--- src/rtl/stk_pkg.sv ---
package stk_pkg;

    localparam int DW     = 8;
    localparam int AW     = 16;
    localparam int STEP_W = 3;

    localparam int FLG_C = 0;
    localparam int FLG_Z = 1;
    localparam int FLG_I = 2;
    localparam int FLG_D = 3;
    localparam int FLG_B = 4;
    localparam int FLG_U = 5;
    localparam int FLG_V = 6;
    localparam int FLG_N = 7;

    typedef enum logic [3:0] {
        OP_PUSH_A  = 4'd0,
        OP_PUSH_P  = 4'd1,
        OP_PULL_A  = 4'd2,
        OP_PULL_P  = 4'd3,
        OP_CALL    = 4'd4,
        OP_RET_SUB = 4'd5,
        OP_BREAK   = 4'd6,
        OP_RET_INT = 4'd7,
        OP_X_TO_S  = 4'd8,
        OP_S_TO_X  = 4'd9
    } stk_op_e;

    typedef enum logic [2:0] {
        W_A, W_P_SW, W_P_BRK, W_RET_HI, W_RET_LO
    } wsrc_e;

    typedef enum logic [2:0] {
        A_PUSH, A_PULL, A_OPND1, A_OPND2, A_VEC_LO, A_VEC_HI
    } asrc_e;

    typedef enum logic [1:0] {
        SP_HOLD, SP_INC, SP_DEC, SP_LOADX
    } sp_act_e;

    typedef enum logic [1:0] {
        CAP_NONE, CAP_LO, CAP_A, CAP_P
    } cap_e;

    typedef enum logic [1:0] {
        PC_KEEP, PC_RD_HI, PC_RD_HI_INC
    } pc_act_e;

    typedef struct packed {
        logic    mem_wr;
        wsrc_e   wsrc;
        logic    mem_rd;
        asrc_e   asrc;
        sp_act_e sp_act;
        cap_e    cap;
        pc_act_e pc_act;
        logic    set_i;
        logic    x_from_s;
        logic    last;
    } uop_t;

    function automatic uop_t u_push(wsrc_e w);
        uop_t u;
        u        = '0;
        u.mem_wr = 1'b1;
        u.wsrc   = w;
        u.asrc   = A_PUSH;
        u.sp_act = SP_DEC;
        return u;
    endfunction

    function automatic uop_t u_pull();
        uop_t u;
        u        = '0;
        u.mem_rd = 1'b1;
        u.asrc   = A_PULL;
        u.sp_act = SP_INC;
        return u;
    endfunction

    function automatic uop_t u_read(asrc_e a);
        uop_t u;
        u        = '0;
        u.mem_rd = 1'b1;
        u.asrc   = a;
        return u;
    endfunction

    function automatic logic [DW-1:0] nz_merge(logic [DW-1:0] p, logic [DW-1:0] v);
        logic [DW-1:0] r;
        r        = p;
        r[FLG_N] = v[DW-1];
        r[FLG_Z] = (v == '0);
        return r;
    endfunction

    function automatic logic [DW-1:0] push_image(logic [DW-1:0] p, logic brk);
        logic [DW-1:0] r;
        r        = p;
        r[FLG_U] = 1'b1;
        r[FLG_B] = brk;
        return r;
    endfunction

    function automatic logic [DW-1:0] pull_image(logic [DW-1:0] v);
        logic [DW-1:0] r;
        r        = v;
        r[FLG_U] = 1'b1;
        r[FLG_B] = 1'b0;
        return r;
    endfunction

endpackage

--- src/rtl/stk_ucode.sv ---
module stk_ucode
    import stk_pkg::*;
(
    input  stk_op_e             op,
    input  logic [STEP_W-1:0]   step,
    output uop_t                u
);

    always_comb begin
        u = '0;
        case (op)
            OP_PUSH_A: begin
                if (step == 3'd1) u = u_push(W_A);
                if (step == 3'd2) u.last = 1'b1;
            end
            OP_PUSH_P: begin
                if (step == 3'd1) u = u_push(W_P_SW);
                if (step == 3'd2) u.last = 1'b1;
            end
            OP_PULL_A: begin
                if (step == 3'd1) u = u_pull();
                if (step == 3'd2) u.cap = CAP_A;
                if (step == 3'd3) u.last = 1'b1;
            end
            OP_PULL_P: begin
                if (step == 3'd1) u = u_pull();
                if (step == 3'd2) u.cap = CAP_P;
                if (step == 3'd3) u.last = 1'b1;
            end
            OP_CALL: begin
                case (step)
                    3'd1: u = u_read(A_OPND1);
                    3'd2: begin u = u_push(W_RET_HI); u.cap = CAP_LO; end
                    3'd3: u = u_push(W_RET_LO);
                    3'd4: u = u_read(A_OPND2);
                    3'd5: begin u.pc_act = PC_RD_HI; u.last = 1'b1; end
                    default: ;
                endcase
            end
            OP_RET_SUB: begin
                case (step)
                    3'd1: u = u_pull();
                    3'd2: begin u = u_pull(); u.cap = CAP_LO; end
                    3'd3: u.pc_act = PC_RD_HI_INC;
                    3'd5: u.last = 1'b1;
                    default: ;
                endcase
            end
            OP_BREAK: begin
                case (step)
                    3'd1: u = u_push(W_RET_HI);
                    3'd2: u = u_push(W_RET_LO);
                    3'd3: begin u = u_push(W_P_BRK); u.set_i = 1'b1; end
                    3'd4: u = u_read(A_VEC_LO);
                    3'd5: begin u = u_read(A_VEC_HI); u.cap = CAP_LO; end
                    3'd6: begin u.pc_act = PC_RD_HI; u.last = 1'b1; end
                    default: ;
                endcase
            end
            OP_RET_INT: begin
                case (step)
                    3'd1: u = u_pull();
                    3'd2: begin u = u_pull(); u.cap = CAP_P; end
                    3'd3: begin u = u_pull(); u.cap = CAP_LO; end
                    3'd4: u.pc_act = PC_RD_HI;
                    3'd5: u.last = 1'b1;
                    default: ;
                endcase
            end
            OP_X_TO_S: begin
                if (step == 3'd1) begin u.sp_act = SP_LOADX; u.last = 1'b1; end
            end
            OP_S_TO_X: begin
                if (step == 3'd1) begin u.x_from_s = 1'b1; u.last = 1'b1; end
            end
            default: begin
                if (step == 3'd1) u.last = 1'b1;
            end
        endcase
    end

endmodule

--- src/rtl/stk_ptr.sv ---
module stk_ptr
    import stk_pkg::*;
#(
    parameter logic [DW-1:0] SP_INIT = 8'hFF
) (
    input  logic          clk,
    input  logic          rst,
    input  sp_act_e       act,
    input  logic [DW-1:0] x_in,
    output logic [DW-1:0] sp
);

    always_ff @(posedge clk) begin
        if (rst) begin
            sp <= SP_INIT;
        end else begin
            case (act)
                SP_INC:   sp <= sp + 1'b1;
                SP_DEC:   sp <= sp - 1'b1;
                SP_LOADX: sp <= x_in;
                default:  sp <= sp;
            endcase
        end
    end

endmodule

--- src/rtl/stk_addr.sv ---
module stk_addr
    import stk_pkg::*;
#(
    parameter logic [DW-1:0] STACK_PAGE = 8'h01,
    parameter logic [AW-1:0] BRK_VECTOR = 16'hFFFE
) (
    input  asrc_e         sel,
    input  logic [DW-1:0] sp,
    input  logic [AW-1:0] base,
    output logic [AW-1:0] addr
);

    logic [DW-1:0] sp_next;
    assign sp_next = sp + 1'b1;

    always_comb begin
        case (sel)
            A_PUSH:   addr = {STACK_PAGE, sp};
            A_PULL:   addr = {STACK_PAGE, sp_next};
            A_OPND1:  addr = base + 16'd1;
            A_OPND2:  addr = base + 16'd2;
            A_VEC_LO: addr = BRK_VECTOR;
            A_VEC_HI: addr = BRK_VECTOR + 16'd1;
            default:  addr = {STACK_PAGE, sp};
        endcase
    end

endmodule

--- src/rtl/stk_seq.sv ---
module stk_seq
    import stk_pkg::*;
#(
    parameter logic [7:0]  SP_INIT    = 8'hFF,
    parameter logic [7:0]  STACK_PAGE = 8'h01,
    parameter logic [15:0] BRK_VECTOR = 16'hFFFE
) (
    input  logic        clk,
    input  logic        rst,
    input  logic        cmd_valid,
    input  logic [3:0]  cmd_op,
    input  logic [15:0] cmd_pc,
    input  logic [7:0]  cmd_a,
    input  logic [7:0]  cmd_p,
    input  logic [7:0]  cmd_x,
    output logic        busy,
    output logic        done,
    output logic [15:0] mem_addr,
    output logic [7:0]  mem_wdata,
    output logic        mem_we,
    output logic        mem_re,
    input  logic [7:0]  mem_rdata,
    output logic [15:0] res_pc,
    output logic [7:0]  res_a,
    output logic [7:0]  res_p,
    output logic [7:0]  res_x,
    output logic [7:0]  sp
);

    stk_op_e           op_q;
    logic [STEP_W-1:0] step_q;
    logic [AW-1:0]     base_q;
    logic [AW-1:0]     pc_q;
    logic [AW-1:0]     ret_addr;
    logic [DW-1:0]     a_q, p_q, x_q, lo_q;
    logic              done_q;
    logic              accept;
    uop_t              uop;
    sp_act_e           sp_act;

    assign busy     = (step_q != '0);
    assign accept   = cmd_valid && !busy;
    assign ret_addr = base_q + 16'd2;
    assign sp_act   = busy ? uop.sp_act : SP_HOLD;

    stk_ucode u_ucode (
        .op   (op_q),
        .step (step_q),
        .u    (uop)
    );

    stk_ptr #(.SP_INIT(SP_INIT)) u_ptr (
        .clk  (clk),
        .rst  (rst),
        .act  (sp_act),
        .x_in (x_q),
        .sp   (sp)
    );

    stk_addr #(.STACK_PAGE(STACK_PAGE), .BRK_VECTOR(BRK_VECTOR)) u_addr (
        .sel  (uop.asrc),
        .sp   (sp),
        .base (base_q),
        .addr (mem_addr)
    );

    assign mem_we = busy && uop.mem_wr;
    assign mem_re = busy && uop.mem_rd;

    always_comb begin
        case (uop.wsrc)
            W_A:      mem_wdata = a_q;
            W_P_SW:   mem_wdata = push_image(p_q, 1'b0);
            W_P_BRK:  mem_wdata = push_image(p_q, 1'b1);
            W_RET_HI: mem_wdata = ret_addr[15:8];
            W_RET_LO: mem_wdata = ret_addr[7:0];
            default:  mem_wdata = a_q;
        endcase
    end

    always_ff @(posedge clk) begin
        if (rst) begin
            op_q   <= OP_PUSH_A;
            step_q <= '0;
            base_q <= '0;
            pc_q   <= '0;
            a_q    <= '0;
            p_q    <= '0;
            x_q    <= '0;
            lo_q   <= '0;
            done_q <= 1'b0;
        end else begin
            done_q <= 1'b0;
            if (accept) begin
                op_q   <= stk_op_e'(cmd_op);
                step_q <= 3'd1;
                base_q <= cmd_pc;
                pc_q   <= cmd_pc;
                a_q    <= cmd_a;
                p_q    <= cmd_p;
                x_q    <= cmd_x;
            end else if (busy) begin
                step_q <= uop.last ? '0 : step_q + 1'b1;
                done_q <= uop.last;
                case (uop.cap)
                    CAP_LO: lo_q <= mem_rdata;
                    CAP_A: begin
                        a_q <= mem_rdata;
                        p_q <= nz_merge(p_q, mem_rdata);
                    end
                    CAP_P:  p_q <= pull_image(mem_rdata);
                    default: ;
                endcase
                if (uop.set_i) p_q[FLG_I] <= 1'b1;
                if (uop.x_from_s) begin
                    x_q <= sp;
                    p_q <= nz_merge(p_q, sp);
                end
                case (uop.pc_act)
                    PC_RD_HI:     pc_q <= {mem_rdata, lo_q};
                    PC_RD_HI_INC: pc_q <= {mem_rdata, lo_q} + 16'd1;
                    default: ;
                endcase
            end
        end
    end

    assign done   = done_q;
    assign res_pc = pc_q;
    assign res_a  = a_q;
    assign res_p  = p_q;
    assign res_x  = x_q;


    push_page_chk: assert property (@(posedge clk) disable iff (rst)
        mem_we |-> (mem_addr == {STACK_PAGE, sp}));


    push_dec_chk: assert property (@(posedge clk) disable iff (rst)
        mem_we |=> (sp == $past(sp) - 8'd1));


    done_idle_chk: assert property (@(posedge clk) disable iff (rst)
        done |-> !busy);


    accept_busy_chk: assert property (@(posedge clk) disable iff (rst)
        accept |=> busy);


    busy_hold_chk: assert property (@(posedge clk) disable iff (rst)
        (busy && !uop.last) |=> (busy && $stable(op_q) && $stable(base_q)));


    brk_mask_chk: assert property (@(posedge clk) disable iff (rst)
        (done && op_q == OP_BREAK) |-> res_p[FLG_I]);


    idle_quiet_chk: assert property (@(posedge clk) disable iff (rst)
        !busy |-> (!mem_we && !mem_re));

endmodule

--- config.mk ---
export PLATFORM = sky130hd
export DESIGN_NAME = stk_seq
export DESIGN_NICKNAME = d
export VERILOG_FILES = /design/src/rtl/stk_pkg.sv /design/src/rtl/stk_ucode.sv /design/src/rtl/stk_ptr.sv /design/src/rtl/stk_addr.sv /design/src/rtl/stk_seq.sv
export SDC_FILE = /design/constraint.sdc
export NUM_CORES = 1
export LEC_CHECK = 0
export BUFFER_PORTS_ARGS = -buffer_cell sky130_fd_sc_hd__buf_2
export CORE_MARGIN = 2
export CORE_UTILIZATION = 50
export DETAILED_ROUTE_END_ITERATION = 10
export MAX_ROUTING_LAYER = met4
export PLACE_DENSITY = 0.78
export SLEW_MARGIN = 10
export SYNTH_ARGS = -nofsm -noshare
export SYNTH_HDL_FRONTEND = slang
export SYNTH_SLANG_ARGS = --single-unit
--- constraint.sdc ---
create_clock -name clk -period 2.3 [get_ports clk]
set_clock_uncertainty 0.15 [all_clocks]
set_input_delay 0.23 -clock clk [delete_from_list [all_inputs] [get_ports clk]]
set_output_delay 0.23 -clock clk [all_outputs]
set_load 0.03 [all_outputs]
# Word level (Yosys, flattened, before mapping)
# Index checks and enable logic that the tools add are counted.
dict set report totals {
  register_bits 80
  in_bits 55
  out_inout_bits 76
  wordCells 129
}
dict set report op_classes {
  add_sub_neg 6
  eq_ne 35
  n_mux 46
  bitwise 2
  reduce_logical 27
}
# cell n
set ops {}
lappend ops {{$pmux 16 s5} 1}
lappend ops {{$mux 8} 9}
lappend ops {{$pmux 12 s5} 1}
lappend ops {{$pmux 8 s7} 1}
lappend ops {{$pmux 12 s4} 1}
lappend ops {{$pmux 8 s3} 2}
lappend ops {{$pmux 5 s8} 1}
lappend ops {{$mux 17} 2}
lappend ops {{$add 16x1->16 const B} 2}
lappend ops {{$mux 16} 2}
lappend ops {{$pmux 16 s2} 1}
lappend ops {{$pmux 8 s2} 2}
lappend ops {{$pmux 8 s4} 1}
lappend ops {{$eq 3x2->1 const B} 6}
lappend ops {{$eq 3x3->1 const B} 6}
lappend ops {{$add 16x2->16 const B} 1}
lappend ops {{$eq 4x3->1 const B} 4}
lappend ops {{$logic_not 8->1} 2}
lappend ops {{$pmux 2 s8} 1}
lappend ops {{$mux 13} 1}
lappend ops {{$mux 1} 12}
lappend ops {{$reduce_bool 3->1} 4}
lappend ops {{$eq 2x2->1 const B} 5}
lappend ops {{$mux 2} 5}
lappend ops {{24 further kinds} 43}

# Logic depth before layout (Yosys ltp)
# Gate-level depths: netlist (run 1).
dict set report logic_depth {
  depth_word 10
  ltp_mapped 11
}

# Modules after synthesis
# A second synthesis (run 1) with hierarchy kept.
dict set report hier_totals {
  cells_unflattened 823
  area_unflattened_um2 6238.5
}
# module instances cells_each area_per_inst_um2
set by_module_without_submodules {}
lappend by_module_without_submodules {stk_seq 1 500 3947.5}
lappend by_module_without_submodules {stk_addr 1 149 1008.5}
lappend by_module_without_submodules {stk_ptr 1 96 740.7}
lappend by_module_without_submodules {stk_ucode 1 78 541.8}

# Worst setup path before layout (run 1)
# OpenSTA, ideal clock, no wires.
dict set report synth_path {
  path_kind {register -> output}
  startpoint {register step_q[2]}
  endpoint {output mem_addr[4]}
  t_arrival_ns 2.629
  t_required_ns 1.920
  path_slack_ns -0.709
  stages_incl_launch_ff 12
  path_cell_list {dfxtp_1 -> buf_2 -> inv_1 -> ha_1 -> clkbuf_2 -> inv_1 -> a21oi_1 -> nor3_2 -> nand3_1 -> buf_2 -> o211a_1 -> o21ai_0}
}
dict set report synth_via {
  elab_chain_cells 5
}
# element line
set synth_rtl {}
lappend synth_rtl {{start: declaration} stk_seq.sv:31} ;# logic [STEP_W-1:0] step_q;
lappend synth_rtl {{start signal: assignment} stk_seq.sv:103} ;# step_q <= uop.last ? '0 : step_q + 1'b1;
lappend synth_rtl {{$eq 3x3->1, or another cell as far along} stk_ucode.sv:50} ;# case (step)
lappend synth_rtl {{$pmux 12 s5, or another cell as far along} stk_ucode.sv:50}
lappend synth_rtl {{$pmux 8 s7 *} stk_ucode.sv:11} ;# case (op)
lappend synth_rtl {{$eq 3x3->1, or another cell as far along} stk_addr.sv:17} ;# case (sel)
lappend synth_rtl {{$pmux 16 s5 *} stk_addr.sv:17}
lappend synth_rtl {{end: declaration} stk_seq.sv:18} ;# output logic [15:0] mem_addr,
# Every way passes the cells marked *; elsewhere a longest branch is shown, timed or not.

# Worst setup path in the final report (run 1)
dict set report layout_path {
  startpoint {register step_q[0]}
  endpoint {output mem_wdata[0]}
}
dict set report layout_via {
  elab_chain_cells 5
}
# element line
set layout_rtl {}
lappend layout_rtl {{$eq 3x3->1, or another cell as far along} stk_ucode.sv:50}
lappend layout_rtl {{$pmux 12 s5, or another cell as far along} stk_ucode.sv:50}
lappend layout_rtl {{$pmux 8 s7 *} stk_ucode.sv:11}
lappend layout_rtl {{$eq 3x3->1, or another cell as far along} stk_seq.sv:71} ;# case (uop.wsrc)
lappend layout_rtl {{$pmux 8 s4 *} stk_seq.sv:71}
lappend layout_rtl {{end: declaration} stk_seq.sv:19} ;# output logic [7:0] mem_wdata,
# Marks and branches as above.

==> out/metrics.yaml, run 1 <==
crit_path_start_kind: "flip-flop"
r2r_start: "op_q[0]$_SDFFE_PP0P_"
cts_tree: "yes"
multiInputGateArea_um2: 5030
syn_avg_cell_area_um2: 7.29
num_vias: 8494
wl_met3_um: 4020
drv_slew: 0
cp.arrival_ns: 2.67
min_period_over_period: 1.33
fp.coreArea_um2: 10900
synth-edff-count: 0
critPathMaxFanout: 7
die-height_um: 111
yosys-top-cells-area: "dfxtp_1 (28%), nand2_1 (7.2%), a21oi_1 (6.9%)"
ys_seq_elements: 80
ys_seq_area_frac: 0.282
rsz0062_at_grt: "true"
power.leakage_nw: 4.22
maxCapViolCount: 0
htree_levels: 3
clock_path_buffers: 2
grt_pass1_vias: 7468
syn-num-nets: 844
setup-tns-final_ns: -22.73
wl_met2_um: 14200
rr_worst_depth: 11
crit_path_frequent_cell: "buf_6"
endpoint: "mem_wdata[0]"
crit_type: "reg -> out"
io-pin-count: 131
drtIter0Drc: 1489
nFillCells: 400
cts_made_buffers: 9
ys.flop_type: "dfxtp_1"
grt_pass1_wl_um: 40700
cp.required_ns: 1.92
startpoint: "step_q[0]$_SDFFE_PP0N_"
remaining_drc_errors: 0
clkSinkCount: 80
drt_wl_total_um: 31700
crit_slowest_cell: "dfxtp_4"
relSlewSlack: 0.603
gp_congestion: 0.991
grt_antenna_before_repair: 0
drive_gt1_frac: 0.524
die_w_um: 111
synth_top_cell_area_share: 0.282
nets: 1144
status: "complete, but fails checks"
routed.top_layer: "met4"
cp_cell_sequence: "inv_4 > ha_4 > nor2b_4 > buf_6 > a2111oi_4 > o21ai_4 > buf_4 > nor2_1 > a221oi_2 > a21oi_4 > buf_6"
whs_ns: 0.00277
viasPerCell: 6.95
hpwl_um: 17800
track_usage: 0.428
wl_per_cell_um: 25.9
clock-root-buffer: "clkbuf_16"
ys_async_sr_fraction: 0
seq_area_um2: 1620
synth_cells: 778
hold_viol: 0
power_density_nw_per_um2: 800
worst_setup_path_end_kind: "output port"
clk_latency_ns: 0.36
grt.overflow.total: 0
synth_warnings: 0
rows: 38
hold_class: "in -> reg"
fmax_mhz: 328
final_core_util: 0.924
synth.distinct_cells: 75
violations: "negative setup slack"
post-place-ws_ns: -0.490
fp.dieArea_um2: 12200
first_pass_iters: 7
setup_ws_ns: -0.753
ant_nets: 0
grt_max_degree: 65
syn_area_um2: 5670
start_util: 0.519
path_clk_slew_ns: 0.07
syn_to_final_growth_pct: 78.2
max-vdd-ir-drop_v: 0.000717
min_period_ns: 3.05
fin_area_um2: 10100
crit_path_max_incr_delay_ns: 0.42
tightest_slew_ns: 0.595
yosys.area.top_type: "dfxtp_1"
diodes: 0
wl_met1_um: 10900
rrSetupSlack_ns: -0.37
r2r-end: "res_p[2]$_SDFFE_PP0P_"
place_area_um2: 7830
portBuffers: 130
setup_viol: 78
[per-layer routing]
layer  vias to the layer above  track usage
li1                       3426            -
met1                      3908        0.528
met2                       859        0.676
met3                       301       0.0818
met4                         0        0.204
met5                         -            -
[through the flow]
| step | total power [mW] | std cells |
|---|---|---|
| 5_1_grt | 8.26 | 1223 |
| 3_5_place_dp | 5.07 | 1132 |
| 6_report | 8.09 | 1223 |
| 4_1_cts | 7.24 | 1191 |
| 2_1_floorplan | 3.86 | 778 |
| 3_3_place_gp | 4.99 | 1132 |
[registers in the layout (all words and copies together), names as in the netlist]
name	flops
op_q	4
res_p	8
res_a	8
res_x	8
base_q	16
lo_q	8
u_ptr.sp	8
res_pc	16
done	1
step_q	3
[synthesized netlist by cell type, types with 3 or more instances]
cell type / count
nor3b_1: 5
nor2_1: 91
a21oi_1: 78
buf_2: 18
o21a_1: 4
nand2_1: 109
a22oi_1: 3
nand3b_1: 3
buf_1: 4
a211oi_1: 6
o221ai_1: 6
nand3_1: 32
inv_1: 14
mux2i_1: 19
o31ai_1: 4
nand4_1: 10
ha_1: 11
a221oi_1: 9
o21ai_0: 29
clkbuf_1: 43
nor4b_1: 3
or3_1: 4
xnor2_1: 12
a211o_1: 10
a31oi_1: 11
xor2_1: 24
and3_1: 6
o211ai_1: 3
nor2b_1: 7
and4_1: 6
nand2b_1: 9
a32oi_1: 3
nor3_1: 15
o22ai_1: 7
o221a_2: 4
nor4_1: 9
dfxtp_1: 80
o211a_1: 4
a311oi_1: 8
buf_4: 3
a31o_2: 5
[cell type report]
class | count | share of cell area
clock buffer | 10 | 0.0236
clock inverter | 6 | 0.00965
inverter | 15 | 0.00706
multi-input combinational | 615 | 0.497
sequential | 80 | 0.161
tap | 140 | 0.0173
timing repair buffer | 357 | 0.284
[cell usage in the layout, fill, tap and decap left out, drive strengths merged, types with 7 or more instances in the layout]
master	Yosys	routed
a211o	10	10
a21oi	78	79
a221oi	9	9
a311oi	8	8
a31oi	11	11
buf	25	349
clkbuf	44	10
dfxtp	80	80
dlygate4sd3	0	8
ha	11	11
inv	15	18
mux2i	19	19
nand2	109	109
nand2b	9	9
nand3	32	32
nand4	10	10
nor2	91	91
nor2b	7	7
nor3	17	17
nor3b	7	7
nor4	11	11
o21ai	32	32
o22ai	7	7
xnor2	12	12
xor2	24	24
[worst max-delay path: cells and delay by family (launching register included)]
| family | cells | cell delay (ns) |
|---|---|---|
| AO/OA/AOI/OAI | 4 | 0.84 |
| AND/OR/NAND/NOR | 2 | 0.37 |
| buffers and inverters | 4 | 0.52 |
| flip-flops | 1 | 0.42 |
| adder cells (fa/ha/maj) | 1 | 0.17 |
[power breakdown]
part | leakage [nW] | switching, mW | internal, mW
logic | 3.39 | 2.64 | 1.88
registers | 0.660 | 0.282 | 1.60
clock network | 0.166 | 0.679 | 0.999
total | 4.22 | 3.60 | 4.49
[cell families after synthesis]
logic type                 after synthesis  synth area share
adders and majority gates               11            0.0243
and+or+nand+nor                        331             0.288
xor gates and xnor gates                36            0.0556
muxes                                   19            0.0335
DFF                                     80             0.282
AOI/OAI and AO/OA                      217             0.255
buffers and inverters                   84            0.0618
[worst min-delay path by stage]
stage / startpoint / end / slack [ns] / cells past startpoint
after floorplan: cmd_pc[9] / base_q[9]$_SDFFE_PP0P_ / 0.22 / 2
after detailed placement: res_pc[14]$_SDFFE_PP0P_ / res_pc[14]$_SDFFE_PP0P_ / 0.30 / 2
after global routing: cmd_pc[8] / base_q[8]$_SDFFE_PP0P_ / 0.009 / 3
final: cmd_pc[8] / base_q[8]$_SDFFE_PP0P_ / 0.003 / 3
after global placement: res_pc[11]$_SDFFE_PP0P_ / res_pc[11]$_SDFFE_PP0P_ / 0.29 / 2
after CTS: cmd_pc[9] / base_q[9]$_SDFFE_PP0P_ / 0.002 / 3
[what timing repair did]
action / 4_1_cts / 5_1_grt
resized for setup: 193 / 112
hold endpoints to repair: 8 / 0
setup buffers: 38 / 36
cloned: 1 / 0
pin swaps: 46 / 43
hold buffers: 8 / 0
setup endpoints to repair: 87 / 91
No activity file was read; power rests on OpenSTA's default activity.
==> run 2: changes to the inputs <==
--- a/config.mk
+++ b/config.mk
@@ -10,7 +10,8 @@
 export CORE_UTILIZATION = 50
 export DETAILED_ROUTE_END_ITERATION = 10
 export MAX_ROUTING_LAYER = met4
-export PLACE_DENSITY = 0.78
+export PLACE_DENSITY = 0.89
+export SETUP_SLACK_MARGIN = 0.05
 export SLEW_MARGIN = 10
 export SYNTH_ARGS = -nofsm -noshare
 export SYNTH_HDL_FRONTEND = slang
==> run 2 against run 1 <==
Net effect:
- the flow now stops in 5_1_grt
- synthesized cell count is the same
- synthesized area unchanged
==> out/metrics.yaml, run 2 <==
cts_made_buffers: 9
synth_top_cell_area_share: 0.282
io-pin-count: 131
ys.flop_type: "dfxtp_1"
synthMuxAreaShare: 0.0335
hpwl_um: 17000
yosys.area.top_type: "dfxtp_1"
clkSinkCount: 80
synth_cells: 778
synth_commonest_cells: "nand2_1 (109), nor2_1 (91), dfxtp_1 (80)"
synth_top_family_by_area: "simple AND/OR/NAND/NOR gates"
synth_warnings: 0
rows: 38
synth-compound-area-share: 0.255
ys_seq_elements: 80
die_w_um: 111
gp_congestion: 1.17
haltStage: "5_1_grt"
ys_async_sr_fraction: 0
syn_area_um2: 5670
syn_avg_cell_area_um2: 7.29
start_util: 0.519
portBuffers: 130
tool.error: "[ERROR DPL-0038] Utilization greater than 100%, impossible to legalize"
synth.most_common_cell: "nand2_1"
place_area_um2: 7870
crit_endpoint: "mem_wdata[4]"
syn-num-nets: 844
synth.distinct_cells: 75
ys_seq_area_frac: 0.282
die-height_um: 111
synth-edff-count: 0
synth-simple-area-share: 0.288
yosys.area_share.adder: 0.0243
clock_path_buffers: 2
grt_max_degree: 45
clock-root-buffer: "clkbuf_16"
place_inst: 1137
status: "stopped before the end"
synth_xor_area_frac: 0.0556
htree_levels: 3
worst-ep-kind: "top-level output"
yosys-top-cells-area: "dfxtp_1 (28%), nand2_1 (7.2%), a21oi_1 (6.9%)"
run 2: cell counts after synthesis:
No cell type changed its count.
run 2: kinds of logic after synthesis:
| group | count (synthesis) |
|---|---|
| fa+ha+maj | 11 |
| flops | 80 |
| simple gates | 331 |
| xor+xnor | 36 |
| mux | 19 |
| compound gates | 217 |
| buf+inv | 84 |
run 2: what timing repair did:
action | in CTS
setup endpoints to repair | 86
hold endpoints to repair | 5
pin swaps | 50
gates cloned | 7
hold buffers | 5
buffers inserted | 50
gates resized for setup | 251
run 2: per-stage QoR:
step                 util  setup TNS (ns)  worst slack (ns)
CTS                 0.896          -17.18            -0.618
detailed placement  0.719          -17.13            -0.503
global placement    0.719          -11.97            -0.429
floorplan               -           -2.34            -0.150
==> run 3: changes to the inputs <==
--- a/config.mk
+++ b/config.mk
@@ -7,11 +7,9 @@
 export LEC_CHECK = 0
 export BUFFER_PORTS_ARGS = -buffer_cell sky130_fd_sc_hd__buf_2
 export CORE_MARGIN = 2
-export CORE_UTILIZATION = 50
+export CORE_UTILIZATION = 36
 export DETAILED_ROUTE_END_ITERATION = 10
-export MAX_ROUTING_LAYER = met4
-export PLACE_DENSITY = 0.89
-export SETUP_SLACK_MARGIN = 0.05
+export PLACE_DENSITY_LB_ADDON = 0.15
 export SLEW_MARGIN = 10
 export SYNTH_ARGS = -nofsm -noshare
 export SYNTH_HDL_FRONTEND = slang
==> constraint.sdc (replaced) <==
create_clock -name clk -period 2.99 [get_ports clk]
set_clock_uncertainty 0.15 [all_clocks]
set_input_delay 0.299 -clock clk [delete_from_list [all_inputs] [get_ports clk]]
set_output_delay 0.299 -clock clk [all_outputs]
set_load 0.03 [all_outputs]
==> run 3 against run 2 <==
Net effect:
- the flow now finishes without violations
==> out/metrics.yaml, run 3 (synthesized netlist as in run 1, its figures left out) <==
viasPerCell: 5.60
drtIter0Drc: 547
layout_commonest_cell: "buf_2"
maxCapViolCount: 0
hold_viol: 0
worst_setup_path_end_kind: "output port"
io-pin-count: 131
holdPathStages: 3
status: "completed"
whs_ns: 0.0410
setup-tns-final_ns: 0
clock-root-buffer: "clkbuf_16"
drive_gt1_frac: 0.319
path_clk_slew_ns: 0.06
gp_congestion: 0.942
num_vias: 6401
max-vdd-ir-drop_v: 0.000321
rows: 45
htree_levels: 3
holdPathEnd: "res_p[4]$_SDFFE_PP0P_"
grt_antenna_before_repair: 0
cts_hold_buf: 0
start_util: 0.370
power.total_mw: 4.85
rr_worst_depth: 10
fin_cells: 1144
rsz0062_at_grt: "true"
clock_path_buffers: 2
crit_path_start_kind: "flip-flop"
power_density_nw_per_um2: 633
fp.dieArea_um2: 16800
die-height_um: 130
r2r_start: "step_q[0]$_SDFFE_PP0N_"
nets: 994
cp.arrival_ns: 2.53
portBuffers: 130
ant_nets: 0
crit_type: "reg -> out"
drt_wl_total_um: 22000
syn_to_final_growth_pct: 35.1
grt_pass1_wl_um: 33600
cts_tree: "yes"
clkSinkCount: 80
min_period_over_period: 0.996
setup_ws_ns: 0.0129
first_pass_iters: 5
hpwl_um: 16700
tightest_slew_ns: 1.07
power.leakage_nw: 3.17
min_period_ns: 2.98
drv_slew: 0
track_usage: 0.261
fmax_mhz: 336
setup_viol: 0
hold_class: "in -> reg"
grt.overflow.total: 0
post-place-ws_ns: 0.00809
wl_per_cell_um: 19.2
grt_pass1_vias: 5839
cp.required_ns: 2.54
fp.coreArea_um2: 15300
remaining_drc_errors: 0
critPathMaxFanout: 21
r2r-end: "res_pc[15]$_SDFFE_PP0P_"
final_cell_mix: "buf_2 (118), nand2_1 (107), nor2_1 (84), dfxtp_1 (73), buf_4 (73)"
nFillCells: 1549
grt_max_degree: 53
cts_made_buffers: 9
min-delay-start: "cmd_p[4]"
rrSetupSlack_ns: 0.24
diodes: 0
place_inst: 1114
relSlewSlack: 0.288
die_w_um: 130
clk_latency_ns: 0.34
==> run 3: area by class of cell <==
type                            instances  area (um2)  area share
Tap cell                              211         264      0.0345
Inverter                               15        61.3     0.00800
Timing Repair Buffer                  208        1360       0.177
Clock buffer                           13         260      0.0340
Sequential cell                        80        1620       0.211
Clock inverter                          3        40.0     0.00523
Multi-Input combinational cell        614        4060       0.530
==> run 3: through the flow <==
step,instance area [um2],utilization
floorplan,5670,-
CTS,7420,0.485
detailed placement,6790,0.444
global placement,6790,0.444
global route,7660,0.500
finish,7660,0.500
==> run 3: worst max-delay path by stage <==
stage                           start  slack (ns)            to  depth (start not counted)
6_report         op_q[2]$_SDFFE_PP0P_        0.01  mem_wdata[1]                         10
5_1_grt        step_q[0]$_SDFFE_PP0N_       -0.08  mem_wdata[7]                         12
4_1_cts          op_q[3]$_SDFFE_PP0P_       0.001  mem_wdata[7]                         10
3_5_place_dp   step_q[0]$_SDFFE_PP0N_       0.008  mem_wdata[1]                         11
3_3_place_gp   step_q[0]$_SDFFE_PP0N_        0.09  mem_wdata[1]                         11
2_1_floorplan  step_q[0]$_SDFFE_PP0N_        0.05  mem_wdata[0]                         10
==> run 3: worst max-delay path, cell delays in order (launching register included) <==
cell	delay, ns
dfxtp_2	0.38
buf_12	0.17
nand3b_1	0.27
nor3_4	0.28
a2111o_1	0.23
o311ai_2	0.13
buf_4	0.18
buf_4	0.13
buf_4	0.13
a31oi_4	0.15
buf_6	0.15
==> run 3: layer usage <==
layer / share of wire / track usage / routed length (um) / vias to the layer above
li1: - / - / - / 3111
met1: 0.47 / 0.381 / 10400 / 3027
met2: 0.44 / 0.387 / 9590 / 240
met3: 0.072 / 0.0483 / 1580 / 23
met4: 0.020 / 0.0854 / 430 / 0
met5: 0 / 0 / 0 / -
==> run 3: where the power goes <==
group	switching, mW	internal, mW	total, mW
clock	0.441	0.690	1.13
sequential	0.199	1.23	1.43
combinational	1.44	0.849	2.29
total	2.08	2.77	4.85
==> run 3: repair_timing <==
action	CTS	global route
resized for setup	60	51
pin swaps	7	9
buffers inserted	10	5
setup endpoints to repair	21	16
==> run 4: changes to the inputs <==
--- a/config.mk
+++ b/config.mk
@@ -10,6 +10,7 @@
 export CORE_UTILIZATION = 36
 export DETAILED_ROUTE_END_ITERATION = 10
 export PLACE_DENSITY_LB_ADDON = 0.15
+export REMOVE_ABC_BUFFERS = 1
 export SLEW_MARGIN = 10
 export SYNTH_ARGS = -nofsm -noshare
 export SYNTH_HDL_FRONTEND = slang
==> run 4 against run 3 <==
Net effect:
- the flow now finishes with violations (negative setup slack)
- clock power fell by 4%
- hold slack worse by 0.0096 ns
- sequential power hardly changed
- combinational power barely moved
- non-clock buffer count up 4
- power shrank 1.5%
- sequential cell count unchanged
- clock-buffer cell count is 3 lower
- first-iteration DRC count shrank 3.3%
- register-to-register slack better by 0.05 ns
==> out/metrics.yaml, run 4 (synthesized netlist as in run 1, its figures left out) <==
p_sw_mw: 2.12
grt.overflow.total: 0
setup_ws_ns: -0.0407
start_util: 0.370
ant_nets: 0
swShare: 0.442
p_seq_frac: 0.301
clock-root-buffer: "clkbuf_16"
power_density_nw_per_um2: 623
p_int_mw: 2.67
power.leakage_nw: 3.14
wl_per_cell_um: 18.6
min_period_over_period: 1.01
drtIter0Drc: 529
crit_slowest_cell: "or3b_4"
post-place-ws_ns: -0.00806
maxCapViolCount: 0
min-delay-start: "cmd_p[4]"
rsz0062_at_grt: "true"
rr_worst_depth: 10
status: "complete, but fails checks"
grt_pass1_vias: 5865
whs_ns: 0.0314
rrSetupSlack_ns: 0.29
grt_max_degree: 43
die-height_um: 130
power.total_mw: 4.78
diodes: 0
die_w_um: 130
hold_viol: 0
syn_to_final_growth_pct: 35.4
place_area_um2: 6820
crit_path_max_incr_delay_ns: 0.42
setup_viol: 2
drt_wl_total_um: 21300
track_usage: 0.249
first_pass_iters: 5
max-vdd-ir-drop_v: 0.000288
final_cell_mix: "buf_2 (116), nand2_1 (105), nor2_1 (83), buf_4 (79)"
io-pin-count: 131
htree_levels: 3
tightest_slew_ns: 0.867
crit_path_frequent_cell: "buf_4"
cp.arrival_ns: 2.58
path_clk_slew_ns: 0.07
worst_setup_path_end_kind: "output port"
comb_power_share: 0.472
grt_pass1_wl_um: 32700
violations: "negative setup slack"
crit_type: "reg -> out"
crit_path_start_kind: "flip-flop"
num_vias: 6467
grt_antenna_before_repair: 1
fp.dieArea_um2: 16800
layout_commonest_cell: "buf_2"
hpwl_um: 15700
remaining_drc_errors: 0
drv_slew: 0
cp.required_ns: 2.54
drive_gt1_frac: 0.329
fmax_mhz: 330
holdPathEnd: "res_p[4]$_SDFFE_PP0P_"
cts_hold_buf: 0
cts_tree: "yes"
cts_made_buffers: 9
r2r-end: "res_pc[15]$_SDFFE_PP0P_"
min_period_ns: 3.03
viasPerCell: 5.64
setup-tns-final_ns: -0.0681
p_clk_frac: 0.227
clk_latency_ns: 0.35
hold_class: "in -> reg"
gp_congestion: 0.967
fin_area_um2: 7680
cp_cell_sequence: "or3b_4 > buf_4 > nor3b_2 > buf_4 > o21ai_4 > buf_4 > and3_1 > or3_4 > buf_6"
relSlewSlack: 0.422
fp.coreArea_um2: 15300
holdPathStages: 3
nets: 998
rows: 45
r2r_start: "step_q[1]$_SDFFE_PP0N_"
clkSinkCount: 80
clock_path_buffers: 2
critPathMaxFanout: 6
portBuffers: 130
run 4: power by group through the flow:
stage / Sequential (mW) / Clock (mW) / Combinational, mW
2_1_floorplan: 1.65 / 0 / 1.08
3_3_place_gp: 1.44 / 0 / 2.06
3_5_place_dp: 1.44 / 0 / 2.06
4_1_cts: 1.42 / 1.11 / 2.14
5_1_grt: 1.46 / 1.15 / 2.46
6_report: 1.44 / 1.09 / 2.26
run 4: what timing repair did:
item                       CTS  global route
setup endpoints to repair   21            29
gates cloned                 0             1
hold endpoints to repair     0             0
setup buffers                6             7
resized for setup           43            81
pin swaps                    9            11
run 4: how the worst max path moves through the flow:
stage	depth (start not counted)	slack (ns)	start	end
floorplan	6	-0.49	op_q[2]$_SDFFE_PP0P_	lo_q[0]$_SDFFE_PP0P_
global placement	10	0.08	step_q[0]$_SDFFE_PP0N_	mem_wdata[2]
detailed placement	9	-0.008	op_q[3]$_SDFFE_PP0P_	mem_addr[15]
CTS	11	-0.02	step_q[1]$_SDFFE_PP0N_	mem_wdata[1]
global route	9	-0.1	step_q[1]$_SDFFE_PP0N_	mem_wdata[1]
finish	9	-0.04	op_q[2]$_SDFFE_PP0P_	mem_wdata[5]
run 4: routing by layer:
layer  GRT usage  routed length [um]
met1       0.365               10000
met2       0.368                9410
met3      0.0409                1410
met4      0.0879                 482
met5           0                  11
run 4: cell type report:
type	count	area (um2)
clock buffers	10	239
flip-flops and latches	80	1630
multi-input cells	614	4080
fillers	1601	7630
well taps	211	264
repair buffers	212	1370
inverters	15	61.3
clock inverters	5	41.3
run 4: metrics by stage:
stage	util	cells
after global placement	0.446	1118
after CTS	0.476	1139
after detailed placement	0.446	1118
after global routing	0.501	1147
after floorplan	-	709
final	0.501	1147
run 4: worst max-delay path, delay by kind of cell, from the launching register on:
kind	cells	cell delay, ns
simple gates	4	1.12
buf+inv	4	0.63
flops	1	0.39
compound gates	1	0.08
